$ cat config.mk
export PLATFORM = sky130hd
export DESIGN_NAME = edge_irq_ctrl
export DESIGN_NICKNAME = d
export VERILOG_FILES = /design/src/rtl/eirq_pkg.sv /design/src/rtl/eirq_bus_ctrl.sv /design/src/rtl/eirq_line_sync.sv /design/src/rtl/eirq_datapath.sv /design/src/rtl/edge_irq_ctrl.sv
export SDC_FILE = /design/constraint.sdc
export NUM_CORES = 1
export LEC_CHECK = 0
export ABC_AREA = 1
export BUFFER_PORTS_ARGS = -buffer_cell sky130_fd_sc_hd__buf_2
export CAP_MARGIN = 10
export CORE_MARGIN = 2
export CORE_UTILIZATION = 56
export DETAILED_ROUTE_END_ITERATION = 10
export PLACE_DENSITY = 0.86
export SETUP_SLACK_MARGIN = 0.2
export SKIP_LAST_GASP = 1
export SLEW_MARGIN = 20
export SYNTH_ARGS = -nofsm -noshare
export SYNTH_HDL_FRONTEND = slang
export SYNTH_SLANG_ARGS = --single-unit
$ cat constraint.sdc
create_clock -name clk -period 1.4 [get_ports clk]
set_input_delay 0.14 -clock clk [delete_from_list [all_inputs] [get_ports clk]]
set_output_delay 0.14 -clock clk [all_outputs]
set_load 0.01 [all_outputs]
$ cat src/rtl/eirq_pkg.sv
package eirq_pkg;

  localparam int DATA_W    = 32;
  localparam int NUM_REGS  = 6;
  localparam logic [1:0] SIZE_WORD = 2'd2;

  // Register slot index, taken from byte offset bits [4:2].
  typedef enum logic [2:0] {
    SLOT_ENABLE = 3'd0,
    SLOT_EVENT  = 3'd1,
    SLOT_RISE   = 3'd2,
    SLOT_FALL   = 3'd3,
    SLOT_SWTRIG = 3'd4,
    SLOT_REQ    = 3'd5
  } slot_e;

  // Strobes from the bus decoder to the register datapath.
  typedef struct packed {
    logic  wrEnable;
    logic  wrRise;
    logic  wrFall;
    logic  wrSwTrig;
    logic  wrReq;
    logic  rdEn;
    slot_e rdSlot;
  } strobes_t;

endpackage

$ cat src/rtl/eirq_bus_ctrl.sv
module eirq_bus_ctrl
  import eirq_pkg::*;
#(
  parameter int ADDR_W = 5
) (
  input  logic              busSel,
  input  logic              busWrite,
  input  logic [ADDR_W-1:0] busAddr,
  input  logic [1:0]        busSize,
  output strobes_t          stb,
  output logic              badAccess
);

  localparam int IDX_W = ADDR_W - 2;

  logic [IDX_W-1:0] slotIdx;
  logic             aligned;
  logic             mapped;
  logic             validAcc;
  logic             doWrite;
  slot_e            slot;

  assign slotIdx  = busAddr[ADDR_W-1:2];
  assign aligned  = (busAddr[1:0] == 2'b00);
  assign mapped   = (slotIdx < IDX_W'(NUM_REGS));
  assign validAcc = busSel && (busSize == SIZE_WORD) && aligned && mapped;
  assign slot     = slot_e'(slotIdx[2:0]);
  assign doWrite  = validAcc && busWrite;

  assign badAccess = busSel && !validAcc;

  always_comb begin
    stb          = '0;
    stb.rdEn     = validAcc && !busWrite;
    stb.rdSlot   = slot;
    stb.wrEnable = doWrite && (slot == SLOT_ENABLE);
    stb.wrRise   = doWrite && (slot == SLOT_RISE);
    stb.wrFall   = doWrite && (slot == SLOT_FALL);
    stb.wrSwTrig = doWrite && (slot == SLOT_SWTRIG);
    stb.wrReq    = doWrite && (slot == SLOT_REQ);
    // Event-mask writes decode as valid but raise no strobe.
  end

endmodule

$ cat src/rtl/eirq_line_sync.sv
module eirq_line_sync (
  input  logic clk,
  input  logic rstN,
  input  logic lineRaw,
  output logic roseNow,
  output logic fellNow
);

  logic stage1;
  logic stage2;
  logic lastLvl;

  always_ff @(posedge clk) begin
    if (!rstN) begin
      stage1  <= 1'b0;
      stage2  <= 1'b0;
      lastLvl <= 1'b0;
    end else begin
      stage1  <= lineRaw;
      stage2  <= stage1;
      lastLvl <= stage2;
    end
  end

  assign roseNow = stage2 && !lastLvl;
  assign fellNow = !stage2 && lastLvl;

endmodule

$ cat src/rtl/eirq_datapath.sv
module eirq_datapath
  import eirq_pkg::*;
#(
  parameter int LINES = 20
) (
  input  logic              clk,
  input  logic              rstN,
  input  logic [LINES-1:0]  lineIn,
  input  strobes_t          stb,
  input  logic [LINES-1:0]  wrData,
  output logic [DATA_W-1:0] rdData,
  output logic [LINES-1:0]  irqVec
);

  logic [LINES-1:0] enableReg;
  logic [LINES-1:0] riseSel;
  logic [LINES-1:0] fallSel;
  logic [LINES-1:0] swTrig;
  logic [LINES-1:0] reqReg;
  logic [LINES-1:0] roseVec;
  logic [LINES-1:0] fellVec;
  logic [LINES-1:0] reqNext;
  logic [LINES-1:0] swNext;

  for (genvar i = 0; i < LINES; i++) begin : g_line
    logic swFire;
    logic setReq;
    logic clrReq;

    eirq_line_sync syncI (
      .clk     (clk),
      .rstN    (rstN),
      .lineRaw (lineIn[i]),
      .roseNow (roseVec[i]),
      .fellNow (fellVec[i])
    );

    assign swFire = stb.wrSwTrig && wrData[i] && !swTrig[i];
    assign setReq = (roseVec[i] && riseSel[i]) || (fellVec[i] && fallSel[i]) || swFire;
    assign clrReq = stb.wrReq && wrData[i];

    // Set has priority over write-one-to-clear.
    assign reqNext[i] = setReq ? 1'b1 : (clrReq ? 1'b0 : reqReg[i]);
    assign swNext[i]  = swFire ? 1'b1 : (clrReq ? 1'b0 : swTrig[i]);
  end

  always_ff @(posedge clk) begin
    if (!rstN) begin
      enableReg <= '0;
      riseSel   <= '0;
      fallSel   <= '0;
      swTrig    <= '0;
      reqReg    <= '0;
    end else begin
      if (stb.wrEnable) enableReg <= wrData;
      if (stb.wrRise)   riseSel   <= wrData;
      if (stb.wrFall)   fallSel   <= wrData;
      swTrig <= swNext;
      reqReg <= reqNext;
    end
  end

  always_comb begin
    rdData = '0;
    if (stb.rdEn) begin
      unique case (stb.rdSlot)
        SLOT_ENABLE: rdData = DATA_W'(enableReg);
        SLOT_RISE:   rdData = DATA_W'(riseSel);
        SLOT_FALL:   rdData = DATA_W'(fallSel);
        SLOT_SWTRIG: rdData = DATA_W'(swTrig);
        SLOT_REQ:    rdData = DATA_W'(reqReg);
        default:     rdData = '0;
      endcase
    end
  end

  assign irqVec = reqReg & enableReg;

endmodule

$ cat src/rtl/edge_irq_ctrl.sv
module edge_irq_ctrl
  import eirq_pkg::*;
#(
  parameter int LINES  = 20,
  parameter int ADDR_W = 5
) (
  input  logic              clk,
  input  logic              rstN,
  input  logic [LINES-1:0]  lineIn,
  input  logic              busSel,
  input  logic              busWrite,
  input  logic [ADDR_W-1:0] busAddr,
  input  logic [1:0]        busSize,
  input  logic [31:0]       busWdata,
  output logic [31:0]       busRdata,
  output logic              badAccess,
  output logic [LINES-1:0]  irqOut,
  output logic              irqAny
);

  strobes_t stb;

  eirq_bus_ctrl #(.ADDR_W(ADDR_W)) ctrlI (
    .busSel    (busSel),
    .busWrite  (busWrite),
    .busAddr   (busAddr),
    .busSize   (busSize),
    .stb       (stb),
    .badAccess (badAccess)
  );

  eirq_datapath #(.LINES(LINES)) dpI (
    .clk    (clk),
    .rstN   (rstN),
    .lineIn (lineIn),
    .stb    (stb),
    .wrData (busWdata[LINES-1:0]),
    .rdData (busRdata),
    .irqVec (irqOut)
  );

  if (LINES < DATA_W) begin : g_spare
    logic unusedHiBits;
    assign unusedHiBits = ^busWdata[DATA_W-1:LINES];
  end

  assign irqAny = |irqOut;

endmodule

==> impl_metrics.csv <==
group,metric,value,unit
status,status,"finished with violations",
status,violations,"negative setup slack",
die,die_x,116,um
die,initial_core_util,57.8,%
placed_design,placedCellCount,1273,
global_routing,grt_pass1_wl,33.2,mm
detailed_routing,wl_per_cell,19.0,um
layout,layout_common_cells,"216 x nand2_1, 141 x inv_1, 117 x nor2_1, 105 x a21oi_1, 94 x dfxtp_1",
die,dieArea,13400,um^2
sta,grt_setup_unrepaired,"yes",
logic_synthesis,yosysUniqueCellTypes,24,
worst_setup_path,crit_path_end_kind,"primary output",
cts,clk_pin_slew_worst_paths,70,ps
detailed_routing,drtAntennaViolNets,0,
sta,fmax,0.568,GHz
die,ios,117,
logic_synthesis,synth_top_family_by_area,"simple AND/OR/NAND/NOR gates",
layout,layout.nets,1258,
cts,numCtsBuffers,17,
logic_synthesis,synth_xor_area_share,0,%
sta,finalMaxSlewViolations,0,
logic_synthesis,synth_cells,1030,
layout,multi_input_area,3250,um^2
global_routing,gr-usage-all-layers,31.8,%
layout,layout_commonest_cell,"nand2_1",
placed_design,placed_area,7740,um^2
layout,synthToLayoutAreaGrowth,38.3,%
logic_synthesis,synth-warning-count,0,
worst_setup_path,startpoint_type,"flop",
detailed_routing,vias,8217,
sta,fin_crit_sh,126,%
power_and_ir_drop,ir_drop,0.000800,V
worst_setup_path,cp.required,1260,ps
sta,setup_violations,21,
cts,root_buffer,"clkbuf_16",
layout,design_area,9680,um^2
logic_synthesis,syn_area_per_cell,6.80,um^2
die,std_cell_rows,40,
die,core,12100,um^2
placed_design,numPortBuffers,92,
worst_setup_path,arrival,1620,ps
worst_setup_path,reg2reg_depth,5,
layout,drive_above_1_share,32.1,%
sta,clock_skew,13.7,ps
worst_hold_path,holdCritStartpoint,"busWdata[1]",
sta,worst_hold_slack,18.0,ps
global_routing,grt_start_max_net_pins,41,
worst_setup_path,crit_end,"busRdata[10]",
cts,clockBufferDepth,2,
layout,fillCellCount,680,
detailed_routing,via_per_inst,5.97,
placed_design,dp_slack,-94.5,ps
sta,fin_ws,-362,ps
power_and_ir_drop,p_leak,0.00475,uW
worst_hold_path,hold_path.class,"in2reg",
cts,clkLatencyLatePin,430,ps
layout,fin_cells,1377,
worst_setup_path,r2r-end,"dpI.reqReg[5]",
worst_setup_path,crit_type,"reg2out",
global_routing,antenna_found_initial,1,
detailed_routing,drt_wl_total,26.2,mm
placed_design,dpl.hpwl,12.3,mm
logic_synthesis,synth_compound_area_share,14.0,%
sta,period_needed,1760,ps
worst_setup_path,critPathMaxFanout,2,
detailed_routing,drcViolationCount,0,
logic_synthesis,synthAdderAreaFrac,0,%
logic_synthesis,synth-seq-cells,160,
logic_synthesis,muxShareOfSynthArea,0,%
logic_synthesis,synth_area,7000,um^2
global_routing,grt_pass1_vias,6971,
placed_design,gp_congestion,0.851,
logic_synthesis,ys_seq_area_share,45.8,%
logic_synthesis,synth-simple-area-share,26.2,%
die,floorplan.die.height,116,um
power_and_ir_drop,powerDensity,1010,nW/um^2
cts,cts_tree,"yes",
job,max_cap_violations,0,
detailed_routing,drt_iter0_markers,1228,
cts,cts.sinks,160,
detailed_routing,firstDrtPassIters,7,
worst_setup_path,crit_start,"dpI.riseSel[10]",
layout,regArea,3300,um^2
cts,h-tree-depth,4,
worst_setup_path,ff2ff_setup_slack,270,ps
sta,hold_violations,0,
worst_setup_path,reg2reg_from,"dpI.swTrig[5]",
global_routing,gr-total-overflow,0,
sta,tns,-2510,ps
==> kinds of logic (layout without fill, tap and decap cells) <==
family | after synthesis | in the layout
DFF | 160 | 160
other | 1 | 13
AOI/OAI and AO/OA | 190 | 190
buffers and inverters | 236 | 403
and+or+nand+nor | 443 | 443
==> state kept, by name, summed over array words and instances, names as in the netlist <==
register,flops
dpI.riseSel,20
dpI.g_line.syncI.stage2,20
dpI.g_line.syncI.lastLvl,20
dpI.swTrig,20
dpI.reqReg,20
dpI.g_line.syncI.stage1,20
dpI.enableReg,20
dpI.fallSel,20
==> cell usage after synthesis (all sizes together) <==
cell type | count | area, um^2
clkbuf | 25 | 93.8
conb | 1 | 3.75
o22ai | 4 | 25.0
o2bb2ai | 6 | 52.6
buf | 38 | 238
nor4 | 2 | 12.5
a21oi | 114 | 571
o21ai | 66 | 330
nand2 | 247 | 927
clkinv | 2 | 7.51
nand3b | 1 | 7.51
nand3 | 14 | 80.1
nand4 | 46 | 288
inv | 171 | 642
nor3 | 1 | 5.00
nor2 | 132 | 514
dfxtp | 160 | 3200
==> final cells by class <==
cell class | count | share of cell area [%]
antenna | 1 | 0.0259
clock buffer | 21 | 4.86
clock inverter | 11 | 0.918
inverter | 173 | 7.01
multi-input combinational | 645 | 33.6
sequential | 160 | 34.1
tap | 168 | 2.17
timing repair buffer | 196 | 17.2
timing repair inverter | 2 | 0.116
==> through the flow <==
stage / total power, uW / util (%)
floorplan: 5050 / -
global placement: 5250 / 63.9
detailed placement: 5270 / 63.9
CTS: 9630 / 74.9
global route: 10000 / 79.9
finish: 9810 / 79.9
==> worst min-delay path by stage <==
stage          cells past startpoint                           to
5_1_grt                            3               dpI.riseSel[1]
3_5_place_dp                       3  dpI.g_line[11].syncI.stage1
2_1_floorplan                      2   dpI.g_line[0].syncI.stage1
4_1_cts                            3               dpI.riseSel[1]
6_report                           3               dpI.riseSel[1]
3_3_place_gp                       3   dpI.g_line[1].syncI.stage1
==> worst max-delay path, cell delays in order, from the launching register on <==
cell	delay [ps]
dfxtp_1	350
inv_1	100
o2bb2ai_1	400
nor2_1	90
nor2_1	100
buf_2	140
==> power breakdown <==
part	switching, uW	leakage (uW)	internal (uW)
registers	43.9	0.00133	4620
logic	447	0.00314	274
clock network	1860	0.000278	2570
==> timing repair <==
item,CTS,global route
hold endpoints to repair,20,0
pin swaps,47,47
setup endpoints to repair,36,66
setup buffers,28,16
gates cloned,3,4
hold buffers,20,0
resized for setup,152,117
==> per-layer routing <==
metal | GRT usage [%] | up-vias | routed length (um)
met2 | 52.4 | 763 | 11800
li1 | - | 3533 | -
met4 | 16.4 | 0 | 2300
met1 | 38.6 | 3644 | 8690
met5 | 0 | - | 0
met3 | 7.79 | 277 | 3460
No activity file was read; power rests on OpenSTA's default activity.
